## config.mk

```make
export PLATFORM = sky130hd
export DESIGN_NAME = dma_req_seq
export DESIGN_NICKNAME = d
export VERILOG_FILES = /design/src/rtl/dma_seq_pkg.sv /design/src/rtl/dma_seq_arb.sv /design/src/rtl/dma_seq_chan.sv /design/src/rtl/dma_seq_dpsel.sv /design/src/rtl/dma_req_seq.sv
export SDC_FILE = /design/constraint.sdc
export NUM_CORES = 1
export LEC_CHECK = 0
export CAP_MARGIN = 20
export CORE_UTILIZATION = 30
export CTS_CLUSTER_SIZE = 40
export DETAILED_ROUTE_END_ITERATION = 16
export DONT_BUFFER_PORTS = 1
export HOLD_SLACK_MARGIN = 0.1
export PLACE_DENSITY = 0.55
export SKIP_LAST_GASP = 1
export SLEW_MARGIN = 20
export SYNTH_ARGS = -nofsm -noshare
export SYNTH_HDL_FRONTEND = slang
export SYNTH_SLANG_ARGS = --single-unit
```

## constraint.sdc

```tcl
create_clock -name clk -period 2.2 [get_ports clk]
set_input_delay 0.11 -clock clk [delete_from_list [all_inputs] [get_ports clk]]
set_output_delay 0.11 -clock clk [all_outputs]
set_load 0.01 [all_outputs]
```

## src/rtl/dma_seq_pkg.sv

```systemverilog
package dma_seq_pkg;
  typedef struct packed {
    logic sync;
    logic set_a;
    logic set_d;
    logic dev_ctl;
    logic slow;
  } chan_flags_t;
endpackage

```

## src/rtl/dma_seq_arb.sv

```systemverilog
module dma_seq_arb #(
  parameter int NCH = 3
) (
  input  logic [NCH-1:0] want,
  input  logic [NCH-1:0] busy,
  output logic [NCH-1:0] allow
);
  logic [NCH-1:0] lower_any;
  logic           acc;
  logic           any_busy;

  always_comb begin
    acc = 1'b0;
    for (int i = 0; i < NCH; i++) begin
      lower_any[i] = acc;
      acc          = acc | want[i];
    end
  end

  assign any_busy = |busy;

  generate
    for (genvar g = 0; g < NCH; g++) begin : g_allow
      // A running sequence keeps ownership; otherwise lowest index wins.
      assign allow[g] = want[g] & (any_busy ? busy[g] : ~lower_any[g]);
    end
  endgenerate
endmodule

```

## src/rtl/dma_seq_chan.sv

```systemverilog
module dma_seq_chan
  import dma_seq_pkg::*;
(
  input  logic clk,
  input  logic pwr_clr,
  input  logic a_phase,
  input  logic d_phase,
  input  logic sync_ack,
  input  logic req_rise,
  input  logic brk,
  input  logic fast,
  input  logic dir_in,
  input  logic inhibit,
  input  logic allow,
  output logic want,
  output logic busy,
  output logic sync_o,
  output logic set_d_o,
  output logic dev_ctl_o,
  output logic fclr_o,
  output logic aacc_o,
  output logic drdy_o,
  output logic dacc_o
);
  chan_flags_t st;

  assign want      = brk & ~st.slow;
  assign busy      = st.sync | st.set_a | st.set_d | st.slow;
  assign sync_o    = st.sync;
  assign set_d_o   = st.set_d;
  assign dev_ctl_o = st.dev_ctl;

  always_ff @(posedge clk) begin
    if (pwr_clr) begin
      st     <= '0;
      fclr_o <= 1'b0;
      aacc_o <= 1'b0;
      drdy_o <= 1'b0;
      dacc_o <= 1'b0;
    end else begin
      fclr_o <= 1'b0;
      aacc_o <= 1'b0;
      drdy_o <= 1'b0;
      dacc_o <= 1'b0;
      if (d_phase) begin
        if (allow) st.sync <= 1'b1;
        if (st.set_a && sync_ack) begin
          st.set_d <= 1'b1;
        end else if (st.set_d && !st.set_a && !st.slow) begin
          st.set_d   <= 1'b0;
          st.dev_ctl <= 1'b0;
        end
        if (st.set_d && !st.slow) begin
          drdy_o <= 1'b1;
          dacc_o <= dir_in & ~inhibit;
        end
      end
      if (a_phase) begin
        if (st.sync) st.set_a <= 1'b1;
        else if (st.set_d) st.set_a <= 1'b0;
        if (st.sync && sync_ack) begin
          st.sync <= 1'b0;
          fclr_o  <= 1'b1;
        end
        if (st.set_a && st.set_d) begin
          aacc_o     <= 1'b1;
          st.dev_ctl <= 1'b1;
        end
        if (!st.set_a && st.set_d) st.slow <= 1'b0;
      end
      if (req_rise && st.sync && !fast) st.slow <= 1'b1;
    end
  end
endmodule

```

## src/rtl/dma_seq_dpsel.sv

```systemverilog
module dma_seq_dpsel #(
  parameter int NCH = 3
) (
  input  logic [NCH-1:0] set_d,
  input  logic [NCH-1:0] dev_ctl,
  input  logic [NCH-1:0] dir_in,
  input  logic           grant,
  input  logic           strobe,
  output logic [NCH-1:0] addr_sel,
  output logic [NCH-1:0] data_sel,
  output logic           sa_sel,
  output logic           reg_load
);
  assign addr_sel = set_d & ~dev_ctl;
  assign data_sel = set_d & dev_ctl & dir_in;
  assign sa_sel   = strobe & (|(set_d & ~dir_in));
  assign reg_load = (grant | strobe) & (|set_d);
endmodule

```

## src/rtl/dma_req_seq.sv

```systemverilog
module dma_req_seq #(
  parameter int NCH = 3
) (
  input  logic           clk,
  input  logic           pwr_clr,
  input  logic           a_phase,
  input  logic           d_phase,
  input  logic           host_sync_ack,
  input  logic           host_grant,
  input  logic           host_strobe,
  input  logic [NCH-1:0] brk_rq,
  input  logic [NCH-1:0] fast_rq,
  input  logic [NCH-1:0] dir_in,
  input  logic [NCH-1:0] inhibit,
  output logic           mem_req,
  output logic [NCH-1:0] fast_clr,
  output logic [NCH-1:0] addr_acc,
  output logic [NCH-1:0] data_rdy,
  output logic [NCH-1:0] data_acc,
  output logic [NCH-1:0] dev_ctl,
  output logic [NCH-1:0] addr_sel,
  output logic [NCH-1:0] data_sel,
  output logic           sa_sel,
  output logic           reg_load
);
  logic [NCH-1:0] want_vec;
  logic [NCH-1:0] busy_vec;
  logic [NCH-1:0] allow_vec;
  logic [NCH-1:0] sync_vec;
  logic [NCH-1:0] set_d_vec;
  logic           req_q;
  logic           req_rise;

  assign mem_req  = |sync_vec;
  assign req_rise = mem_req & ~req_q;

  always_ff @(posedge clk) begin
    if (pwr_clr) req_q <= 1'b0;
    else         req_q <= mem_req;
  end

  dma_seq_arb #(.NCH(NCH)) u_arb (
    .want (want_vec),
    .busy (busy_vec),
    .allow(allow_vec)
  );

  generate
    for (genvar g = 0; g < NCH; g++) begin : g_chan
      dma_seq_chan u_chan (
        .clk      (clk),
        .pwr_clr  (pwr_clr),
        .a_phase  (a_phase),
        .d_phase  (d_phase),
        .sync_ack (host_sync_ack),
        .req_rise (req_rise),
        .brk      (brk_rq[g]),
        .fast     (fast_rq[g]),
        .dir_in   (dir_in[g]),
        .inhibit  (inhibit[g]),
        .allow    (allow_vec[g]),
        .want     (want_vec[g]),
        .busy     (busy_vec[g]),
        .sync_o   (sync_vec[g]),
        .set_d_o  (set_d_vec[g]),
        .dev_ctl_o(dev_ctl[g]),
        .fclr_o   (fast_clr[g]),
        .aacc_o   (addr_acc[g]),
        .drdy_o   (data_rdy[g]),
        .dacc_o   (data_acc[g])
      );
    end
  endgenerate

  dma_seq_dpsel #(.NCH(NCH)) u_dpsel (
    .set_d   (set_d_vec),
    .dev_ctl (dev_ctl),
    .dir_in  (dir_in),
    .grant   (host_grant),
    .strobe  (host_strobe),
    .addr_sel(addr_sel),
    .data_sel(data_sel),
    .sa_sel  (sa_sel),
    .reg_load(reg_load)
  );
endmodule

```

# Word-level counts from Yosys, hierarchy flattened

Cells that the tools add are included.

$add $sub $neg: 0
Multipliers: 0
Divide/modulo/power cells: 0
Order comparisons: 0
Equal/unequal tests: 0
Shift-type cells: 0
Multiplexer cells: 54
Bitwise operators: 43
Reductions and logical operators: 63

Operators with widths:

| cell                | number |
|---|---|
| 1-bit 2-to-1 mux    | 45 |
| 1-bit logical AND   | 24 |
| 2-bit nonzero test  | 12 |
| 3-bit OR reduction  | 7 |
| 2-bit 2-to-1 mux    | 9 |
| 2-bit AND reduction | 9 |
| 1-bit inverter      | 14 |
| 1-bit bitwise AND   | 12 |
| 3-bit bitwise AND   | 4 |
| 1-bit OR            | 11 |
| 1-bit logical NOT   | 9 |
| 3-bit inverter      | 2 |
| 2-bit OR reduction  | 2 |

Register bits after elaboration: 28
Bits in latches: 0
Memory bits (writable): 0
ROM bits: 0
Memories kept: 0

# Longest topological paths before layout

Gate-level depths: netlist of run 1.

Word-level depth: 10
Mapped depth: 4
Depth with buffers taken out: 3

# Modules after synthesis

From an unflattened synthesis of run 1, not the netlist that was laid out.

Cells, all modules: 127
Area, all modules: 1191.1 sq um

Modules (own cells, without submodules):

| module        | times used | cells an instance | area each (sq um) | seq. area each (sq um) |
|---|---|---|---|---|
| dma_seq_chan  | 3          | 35                | 345.3             | 180.2 |
| dma_seq_dpsel | 1          | 11                | 76.3              | 0.0 |
| dma_req_seq   | 1          | 5                 | 41.3              | 20.0 |
| dma_seq_arb   | 1          | 6                 | 37.5              | 0.0 |

# Worst setup path after synthesis of run 1

OpenSTA, ideal clock, no wires.

Path kind: reg-to-reg
Start point: reg g_chan[0].u_chan.st[3] (netlist name)
End point: reg g_chan[2].u_chan.st, in the netlist g_chan[2].u_chan.sync_o
Arrival: 1.260 ns
Required time: 2.141 ns
Path slack: 0.881 ns
Stages on the path, launching flop included: 4
Clock period less this slack: 1.319 ns
Cell sequence: dfxtp_1 > or4_1 > o41ai_1 > a22o_1

Word-level cells in the longest chain between the ends: 10

Ends and longest elaborated chain:

| item                    | line               | text |
|---|---|---|
| start, declared         | dma_seq_chan.sv:25 | `chan_flags_t st;` |
| 1-bit OR * (3 in a row) | dma_seq_chan.sv:28 | `assign busy = st.sync \| st.set_a \| st.set_d \| st.slow;` |
| 3-bit OR reduction *    | dma_seq_arb.sv:20  | `assign any_busy = \|busy;` |
| 1-bit 2-to-1 mux *      | dma_seq_arb.sv:25  | `assign allow[g] = want[g] & (any_busy ? busy[g] : ~lower_any[g]);` |
| 1-bit bitwise AND *     | dma_seq_arb.sv:25  |  |
| 1-bit 2-to-1 mux *      | dma_seq_chan.sv:46 | `if (allow) st.sync <= 1'b1;` |
| 1-bit 2-to-1 mux *      | dma_seq_chan.sv:45 | `if (d_phase) begin` |
| 1-bit 2-to-1 mux        | dma_seq_chan.sv:61 | `if (st.sync && sync_ack) begin` |
| 2-bit 2-to-1 mux *      | dma_seq_chan.sv:58 | `if (a_phase) begin` |
| end, declared           | dma_seq_chan.sv:25 |  |

Mark *: on every way between the ends. The rest lies on a longest branch, timed or not.
A chain may end at the register's enable or synchronous reset.

# Worst setup path after layout of run 1

Start point: in pwr_clr
End point: reg g_chan[0].u_chan.dacc_o

Word-level cells in the longest chain between the ends: 1

Ends and longest elaborated chain:

| item                         | line               | text |
|---|---|---|
| start, declared              | dma_req_seq.sv:5   | `input logic pwr_clr,` |
| 3-bit OR reduction (no line) | n/a                |  |
| end signal, assigned         | dma_seq_chan.sv:55 | `dacc_o <= dir_in & ~inhibit;` |
| end, declared                | dma_seq_chan.sv:23 | `output logic dacc_o` |

No other way between the ends.

==> impl_metrics.json, run 1 <==
{
  "outcome": "finished clean",
  "cap_viol_max_count": 0,
  "final_cell_mix": "dfxtp_1, nor2_1, dlygate4sd3_1",
  "cp_max_fo": 21,
  "die_h_um": 66.1,
  "setup_tns_ns": 0,
  "drive_above_1_share": 0.0286,
  "final_area_um2": 1350,
  "ios": 43,
  "num_rows": 22,
  "netlist_area_um2": 1230,
  "numCtsBuffers": 3,
  "fmax_mhz": 571,
  "clkSinkCount": 28,
  "wl_per_cell_um": 15.1,
  "min_path_cells": 3,
  "pre_cts_slack_ns": 0.698,
  "ant_nets": 0,
  "setup-violations-final": 0,
  "dp.cells": 170,
  "fin_util": 0.355,
  "tightest_slew_ns": 0.814,
  "grt_pass1_wl_um": 4490,
  "synth_cell_types": 29,
  "cts_setup_buffers": 0,
  "maxSlewHeadroom": 0.457,
  "vias_per_cell": 5.15,
  "area_growth_pct": 9.65,
  "cts_max_level": 1,
  "drt_wl_total_um": 2850,
  "num_vias": 969,
  "ff2ff_path_depth": 3,
  "finClkSkew_ns": 0.00179,
  "critPathKind": "primary input to register",
  "synth_seq_cells": 28,
  "port_buffers": 0,
  "place.gp.congestion": 0.881,
  "power.total_mw": 0.909,
  "synth_top_area_cell": "dfxtp_1",
  "fp.dieW_um": 66.1,
  "drv_slew": 0,
  "critPathArrivalTime_ns": 1.92,
  "yosysSeqAreaShare": 0.455,
  "dieArea_um2": 4360,
  "critPathCaptureType": "register",
  "track_usage": 0.139,
  "start_util": 0.324,
  "core_area_um2": 3800,
  "max-vdd-ir-drop_mv": 0.242,
  "nets": 161,
  "drt_iter0_markers": 58,
  "hold_ws_ns": 0.102,
  "grt_max_degree": 22,
  "netlist_instances": 143,
  "synthTopCellsByArea": "dfxtp_1, buf_4, nor2_1, o21ai_0, a21oi_1",
  "p_leak_nw": 0.559,
  "post-route-period-util": 0.796,
  "power_density_nw_per_um2": 673,
  "drc": 0,
  "hpwl_um": 1930,
  "cts_tree": "done",
  "critPathRequiredTime_ns": 2.37,
  "final_common_cell": "dfxtp_1",
  "cts_max_path_buffers": 2,
  "placed_area_um2": 1160,
  "hold_violations": 0,
  "cp-start-kind": "primary input",
  "yosysTopAreaCellShare": 0.455,
  "num_antenna_cells": 0,
  "grt_pass1_vias": 897,
  "yosysWarnings": 0,
  "insertion_delay_ns": 0.27,
  "rsz0062_at_grt": "no",
  "firstDrtPassIters": 4,
  "layout_min_cycle_time_ns": 1.75,
  "fin_ws_ns": 0.449,
  "syn_avg_cell_area_um2": 8.61,
  "synth_fp_nets": 162,
  "overflow": 0,
  "finalNonFillerCells": 188,
  "antenna_found_initial": 0,
  "r2r_slack_ns": 0.53,
  "clk_pin_slew_ns": 0.09,
  "root_buffer": "clkbuf_8",
  "n_fill_cell": 396,
  "hold_path_class": "primary input to register"
}
==> logic make-up after synthesis <==
group | count (synthesis) | synth area share
buffers and inverters | 25 | 0.122
AOI/OAI and AO/OA | 32 | 0.164
and+or+nand+nor | 58 | 0.259
DFF | 28 | 0.455
==> layout make-up <==
class / count / area [um^2] / share of cell area
clock buffer: 3 / 41.3 / 0.0306
inverter: 4 / 15.0 / 0.0111
multi-input combinational: 90 / 520 / 0.386
sequential: 28 / 561 / 0.415
tap: 48 / 60.1 / 0.0445
timing repair buffer: 15 / 153 / 0.113
==> worst paths after layout <==
check | from | endpoint
setup / recovery | pwr_clr | g_chan[0].u_chan.dacc_o
hold / removal | a_phase | g_chan[1].u_chan.fclr_o
setup reg to reg | g_chan[2].u_chan.set_d_o | g_chan[2].u_chan.dacc_o
hold reg to reg | g_chan[1].u_chan.st[0] | g_chan[1].u_chan.st[0]
==> per-layer routing <==
layer  vias to the layer above  routed length (um)  track usage
met5                         -                   0            0
met4                         0                  45       0.0691
met3                         6                 192       0.0483
met2                        30                1220        0.199
met1                       448                1380        0.181
li1                        485                   -            -
==> state kept, by name, summed over array words and instances, names as in the netlist <==
| name | cells |
|---|---|
| g_chan.u_chan.st | 6 |
| g_chan.u_chan.aacc_o | 3 |
| g_chan.u_chan.dacc_o | 3 |
| g_chan.u_chan.dev_ctl_o | 3 |
| g_chan.u_chan.drdy_o | 3 |
| g_chan.u_chan.fclr_o | 3 |
| g_chan.u_chan.set_d_o | 3 |
| g_chan.u_chan.sync_o | 3 |
| req_q | 1 |
==> cell usage after synthesis <==
library cell / number
nand3_1: 1
a22oi_1: 5
o32a_1: 1
nor2b_1: 7
and3_2: 1
a21oi_1: 9
a22o_1: 1
buf_4: 15
nor2_1: 14
inv_1: 4
a21o_1: 2
dfxtp_1: 28
nand2b_1: 1
nor4b_1: 2
and3b_1: 2
o41ai_1: 1
or3_1: 1
and3_1: 6
nor4_1: 1
or4_1: 3
nand2_1: 9
a31oi_1: 1
and2_1: 4
clkbuf_1: 6
a32o_1: 1
nor3_1: 3
o21ai_0: 10
a222oi_1: 1
nand3b_1: 3
==> critical path, cell delays in order <==
cell and delay (ns):
dlymetal6s4s_1 0.69, nor2b_1 0.19, and3b_1 0.23, and3b_1 0.15, dlygate4sd3_1 0.55
==> power breakdown <==
part / internal [mW] / switching, mW / leakage (nW)
clock network: 0.123 / 0.154 / 0.0216
logic: 0.0460 / 0.0448 / 0.311
registers: 0.521 / 0.0211 / 0.226
total: 0.690 / 0.220 / 0.559
==> repair_timing <==
item                       4_1_cts  5_1_grt
setup endpoints to repair        0        1
hold buffers                    15        0
resized for setup                0        1
hold endpoints to repair        25        0
Note: power is estimated with default switching activity, not from simulation.
==> inputs of run 2 (changes only) <==
- PLACE_DENSITY: 0.55 -> 0.56
- clock period: 2.2 -> 1.4 ns (I/O delays scaled with it)
==> run 2 against run 1 <==
  * Final area increased by 15%
  * Clock skew increased by 0.0085 ns
  * Clock power increased by 130%
  * Sequential share of layout area decreased by 5.2 points
  * First-iteration DRC count decreased by 14%
  * Via count increased by 13%
  * Sequential cell count unchanged
  * Critical path depth decreased by 1
  * Setup slack got worse by 0.42 ns
  * Hold slack improved by 0.015 ns
  * Power increased by 85%
  * Largest power group unchanged
==> impl_metrics.json, run 2 (same netlist as run 1, synthesis figures left out) <==
{
  "p_leak_nw": 0.665,
  "overflow": 0,
  "firstDrtPassIters": 4,
  "cp_max_fo": 5,
  "crit_slowest_cell": "dlygate4sd3_1",
  "hold_path_class": "primary input to register",
  "cts_tree": "done",
  "fp.dieW_um": 66.1,
  "cts_max_path_buffers": 2,
  "final_cell_mix": "dfxtp_1, dlygate4sd3_1, nor2_1",
  "ant_nets": 0,
  "internal_power_mw": 1.31,
  "grt_pass1_wl_um": 5240,
  "critPathArrivalTime_ns": 1.54,
  "placed_area_um2": 1230,
  "maxSlewHeadroom": 0.620,
  "numCtsBuffers": 3,
  "pwr-share-seq": 0.498,
  "tightest_slew_ns": 0.568,
  "grt_max_degree": 17,
  "cts_max_level": 1,
  "setup-violations-final": 0,
  "core_area_um2": 3800,
  "area_growth_pct": 26.4,
  "fin_util": 0.410,
  "rsz0062_at_grt": "yes",
  "hpwl_um": 2100,
  "num_vias": 1092,
  "antenna_found_initial": 0,
  "outcome": "finished clean",
  "power_frac_clock": 0.381,
  "final_common_cell": "dfxtp_1",
  "dieArea_um2": 4360,
  "vias_per_cell": 5.25,
  "port_buffers": 0,
  "num_antenna_cells": 0,
  "hold_violations": 0,
  "die_h_um": 66.1,
  "power_frac_comb": 0.121,
  "p_switching_mw": 0.375,
  "num_rows": 22,
  "critPathRequiredTime_ns": 1.57,
  "drt_wl_total_um": 3240,
  "cap_viol_max_count": 0,
  "crit_path_max_incr_delay_ns": 0.55,
  "clk_pin_slew_ns": 0.10,
  "r2r_slack_ns": 0.03,
  "track_usage": 0.162,
  "drc": 0,
  "insertion_delay_ns": 0.28,
  "drive_above_1_share": 0.119,
  "finClkSkew_ns": 0.0103,
  "swShare": 0.223,
  "place.gp.congestion": 0.933,
  "r2r_end": "g_chan[2].u_chan.st[3]",
  "startpoint": "g_chan[2].u_chan.st[3]",
  "ios": 43,
  "fmax_mhz": 731,
  "wl_per_cell_um": 15.6,
  "critPathCapture": "g_chan[2].u_chan.st[3]",
  "cp-start-kind": "register",
  "layout_min_cycle_time_ns": 1.37,
  "ff2ff_path_depth": 4,
  "final_area_um2": 1560,
  "critPathCaptureType": "register",
  "reg2reg_from": "g_chan[2].u_chan.st[3]",
  "power_density_nw_per_um2": 1080,
  "start_util": 0.324,
  "top_register": "g_chan.u_chan.st",
  "drt_iter0_markers": 50,
  "grt_pass1_vias": 1068,
  "nets": 180,
  "root_buffer": "clkbuf_8",
  "largest_reg_flops": 6,
  "max-vdd-ir-drop_mv": 0.661,
  "critPathKind": "register to register",
  "post-route-period-util": 0.977,
  "n_fill_cell": 384,
  "drv_slew": 0,
  "path_cells": "buf_4 > a22oi_1 > nor2_1 > dlygate4sd3_1",
  "clkSinkCount": 28
}
## run 2: layout make-up
| cell class | count | area [um^2] | area share |
|---|---|---|---|
| clock buffer | 3 | 41.3 | 0.0265 |
| clock inverter | 1 | 30.0 | 0.0193 |
| inverter | 4 | 15.0 | 0.00965 |
| multi-input combinational | 90 | 528 | 0.339 |
| timing repair buffer | 34 | 317 | 0.203 |
| sequential | 28 | 566 | 0.363 |
| tap | 48 | 60.1 | 0.0386 |
## run 2: per-layer routing
| metal | GRT usage | routed length, um |
|---|---|---|
| met2 | 0.264 | 1440 |
| met5 | 0 | 0 |
| met4 | 0.0399 | 39 |
| met1 | 0.208 | 1480 |
| met3 | 0.0483 | 276 |
## run 2: worst min path at each step
| stage | end | startpoint | cells after the start | slack [ns] |
|---|---|---|---|---|
| floorplan | g_chan[1].u_chan.dacc_o | inhibit[1] | 1 | 0.15 |
| global placement | g_chan[0].u_chan.st[0] | pwr_clr | 1 | 0.14 |
| detailed placement | g_chan[1].u_chan.st[0] | pwr_clr | 1 | 0.14 |
| CTS | g_chan[1].u_chan.sync_o | brk_rq[0] | 3 | 0.11 |
| global route | g_chan[1].u_chan.sync_o | brk_rq[0] | 3 | 0.18 |
| finish | g_chan[1].u_chan.sync_o | brk_rq[0] | 3 | 0.12 |
## run 2: worst max-delay path: cells and delay by family (launching register included)
family          cells  cell delay (ns)
compound gates      1             0.15
simple gates        1             0.05
flops               1             0.37
buf+inv             2             0.69
## run 2: what timing repair did
item,in CTS,in global routing
gates resized for setup,1,7
gates cloned,0,0
hold endpoints to repair,28,2
setup buffers,0,1
endpoints found under the setup margin,1,6
pin swaps,0,3
hold buffers,23,1
## run 2: per-stage QoR
stage	setup WS [ns]	power, mW	cells	hold slack (ns)	setup TNS (ns)
floorplan	0.0809	0.956	143	0.149	0
global placement	0.0510	0.987	180	0.143	0
detailed placement	0.0424	0.988	180	0.145	0
CTS	0.0132	1.68	207	0.106	0
global route	-0.0275	1.76	208	0.175	-0.0443
finish	0.0322	1.68	208	0.117	0
## run 2: power groups by stage
stage                     Sequential (mW)  Combinational [mW]  Clock [mW]
final                               0.839               0.204       0.642
after global routing                0.843               0.225       0.695
after CTS                           0.839               0.196       0.645
after detailed placement            0.858               0.131           0
after global placement              0.856               0.131           0
after floorplan                     0.857              0.0991           0
==> inputs of run 3 (changes only) <==
- GPL_TIMING_DRIVEN: default -> 0
- PLACE_DENSITY: 0.56 -> 0.55
- clock period: 1.4 -> 1.53 ns (I/O delays scaled with it)
==> run 3 against run 2 <==
  * Global-route usage fell by 0.99 points
  * Sequential power down 7.4%
  * Wire length shrank 5.5%
  * Sequential share of layout area up 0.45 points
  * Via count fell by 0.82%
  * Hold slack got worse by 0.0026 ns
  * Clock-buffer cell count unchanged
  * First-iteration DRC count down 36%
  * Register-to-register slack gained 0.07 ns
  * Sequential cell count stayed put
  * Cell count rose by 1.9%
  * Non-clock buffer count increased by 5
  * Largest power group unchanged
  * Highest routed layer unchanged
==> impl_metrics.json, run 3 (same netlist as run 1, synthesis figures left out) <==
{
  "core_area_um2": 3800,
  "clk_pin_slew_ns": 0.09,
  "root_buffer": "clkbuf_8",
  "num_antenna_cells": 0,
  "max-vdd-ir-drop_mv": 0.346,
  "drive_above_1_share": 0.134,
  "place.gp.congestion": 0.941,
  "dieArea_um2": 4360,
  "die_h_um": 66.1,
  "hold_violations": 0,
  "r2r_slack_ns": 0.10,
  "fmax_mhz": 683,
  "tightest_slew_ns": 0.526,
  "clkSinkCount": 28,
  "hpwl_um": 2180,
  "critPathArrivalTime_ns": 1.70,
  "critPathRequiredTime_ns": 1.76,
  "numCtsBuffers": 3,
  "start_util": 0.324,
  "finalNonFillerCells": 212,
  "vias_per_cell": 5.11,
  "cap_viol_max_count": 0,
  "ff2ff_path_depth": 3,
  "grt_pass1_vias": 1031,
  "reg2reg_from": "g_chan[0].u_chan.st[3]",
  "nets": 185,
  "worstHoldStart": "pwr_clr",
  "fp.dieW_um": 66.1,
  "dp.cells": 191,
  "ios": 43,
  "grt_pass1_wl_um": 4930,
  "largest_reg_flops": 6,
  "insertion_delay_ns": 0.28,
  "setup-violations-final": 0,
  "wl_per_cell_um": 14.4,
  "num_vias": 1083,
  "finClkSkew_ns": 0.00402,
  "maxSlewHeadroom": 0.649,
  "track_usage": 0.152,
  "layout_min_cycle_time_ns": 1.46,
  "drt_iter0_markers": 32,
  "post-route-period-util": 0.957,
  "final_common_cell": "dfxtp_1",
  "hold_ws_ns": 0.114,
  "p_leak_nw": 0.653,
  "rsz0062_at_grt": "yes",
  "min_path_cells": 2,
  "critPathKind": "primary input to register",
  "holdPathEnd": "g_chan[0].u_chan.sync_o",
  "drc": 0,
  "crit_slowest_cell": "dlygate4sd3_1",
  "cts_setup_buffers": 0,
  "area_growth_pct": 23.8,
  "drt_wl_total_um": 3060,
  "port_buffers": 0,
  "power_density_nw_per_um2": 881,
  "final_area_um2": 1520,
  "cp-start-kind": "primary input",
  "r2r_end": "g_chan[2].u_chan.sync_o",
  "firstDrtPassIters": 4,
  "cts_max_level": 1,
  "top_register": "g_chan.u_chan.st",
  "critPathCaptureType": "register",
  "hold_path_class": "primary input to register",
  "ant_nets": 0,
  "num_rows": 22,
  "drv_slew": 0,
  "cts_tree": "done",
  "antenna_found_initial": 0,
  "crit_path_max_incr_delay_ns": 0.57,
  "placed_area_um2": 1290,
  "fin_util": 0.401,
  "path_cells": "dlygate4sd3_1 > nor2b_2 > and3b_1 > and3b_1 > dlygate4sd3_1",
  "cp_max_fo": 4,
  "cts_max_path_buffers": 2,
  "n_fill_cell": 405,
  "overflow": 0,
  "outcome": "finished clean",
  "grt_max_degree": 15,
  "final_cell_mix": "dfxtp_1, dlygate4sd3_1, buf_4"
}
==> run 3: cell types whose count changed in the layout (fill, tap and decap cells not counted), sizes merged <==
| cell | previous run | this run |
|---|---|---|
| dlygate4sd3 | 23 | 18 |
| buf | 11 | 15 |
| clkbuf | 3 | 9 |
| bufinv | 1 | 0 |
==> run 3: final cells by class <==
class                           count  area, um^2  share of cell area
Inverter                            4        15.0             0.00985
Tap cell                           48        60.1              0.0394
Sequential cell                    28         561               0.368
Clock buffer                        3        41.3              0.0271
Buffer                             21         136              0.0895
Timing Repair Buffer               18         180               0.118
Multi-Input combinational cell     90         531               0.348
==> run 3: repair_timing <==
item / 4_1_cts / 5_1_grt
endpoints found under the hold margin: 22 / 0
setup endpoints to repair: 0 / 4
gates resized for setup: 0 / 4
hold buffers: 18 / 0
==> run 3: worst max path at each step <==
stage / startpoint / end / depth (start not counted)
detailed placement: g_chan[1].u_chan.sync_o / g_chan[2].u_chan.sync_o / 3
global placement: g_chan[1].u_chan.sync_o / g_chan[2].u_chan.sync_o / 3
CTS: pwr_clr / g_chan[0].u_chan.dacc_o / 5
finish: pwr_clr / g_chan[0].u_chan.dacc_o / 5
floorplan: g_chan[0].u_chan.st[3] / g_chan[2].u_chan.sync_o / 3
global route: g_chan[1].u_chan.set_d_o / sa_sel / 3
==> run 3: power by group <==
group | internal, mW | switching (mW)
clock network | 0.178 | 0.233
registers | 0.749 | 0.0287
logic | 0.0810 | 0.0745
total | 1.01 | 0.336
==> run 3: layer usage <==
layer,share of wire,GRT usage,vias up
met5,0,0,-
met4,0.020,0.0798,0
met3,0.061,0.0328,5
met2,0.46,0.242,37
met1,0.46,0.190,509
li1,-,-,532
==> run 3: stage by stage <==
step                      worst slack (ns)  total power [mW]  TNS (ns)
after CTS                           0.0147              1.34         0
after global routing               -0.0267              1.40   -0.0341
after global placement              0.0825             0.902         0
final                               0.0651              1.34         0
after detailed placement            0.0847             0.905         0
after floorplan                      0.211             0.875         0
==> run 3: critical path, delay by kind of cell <==
family	cells	cell delay (ns)
buf+inv	2	1.10
simple gates	3	0.52
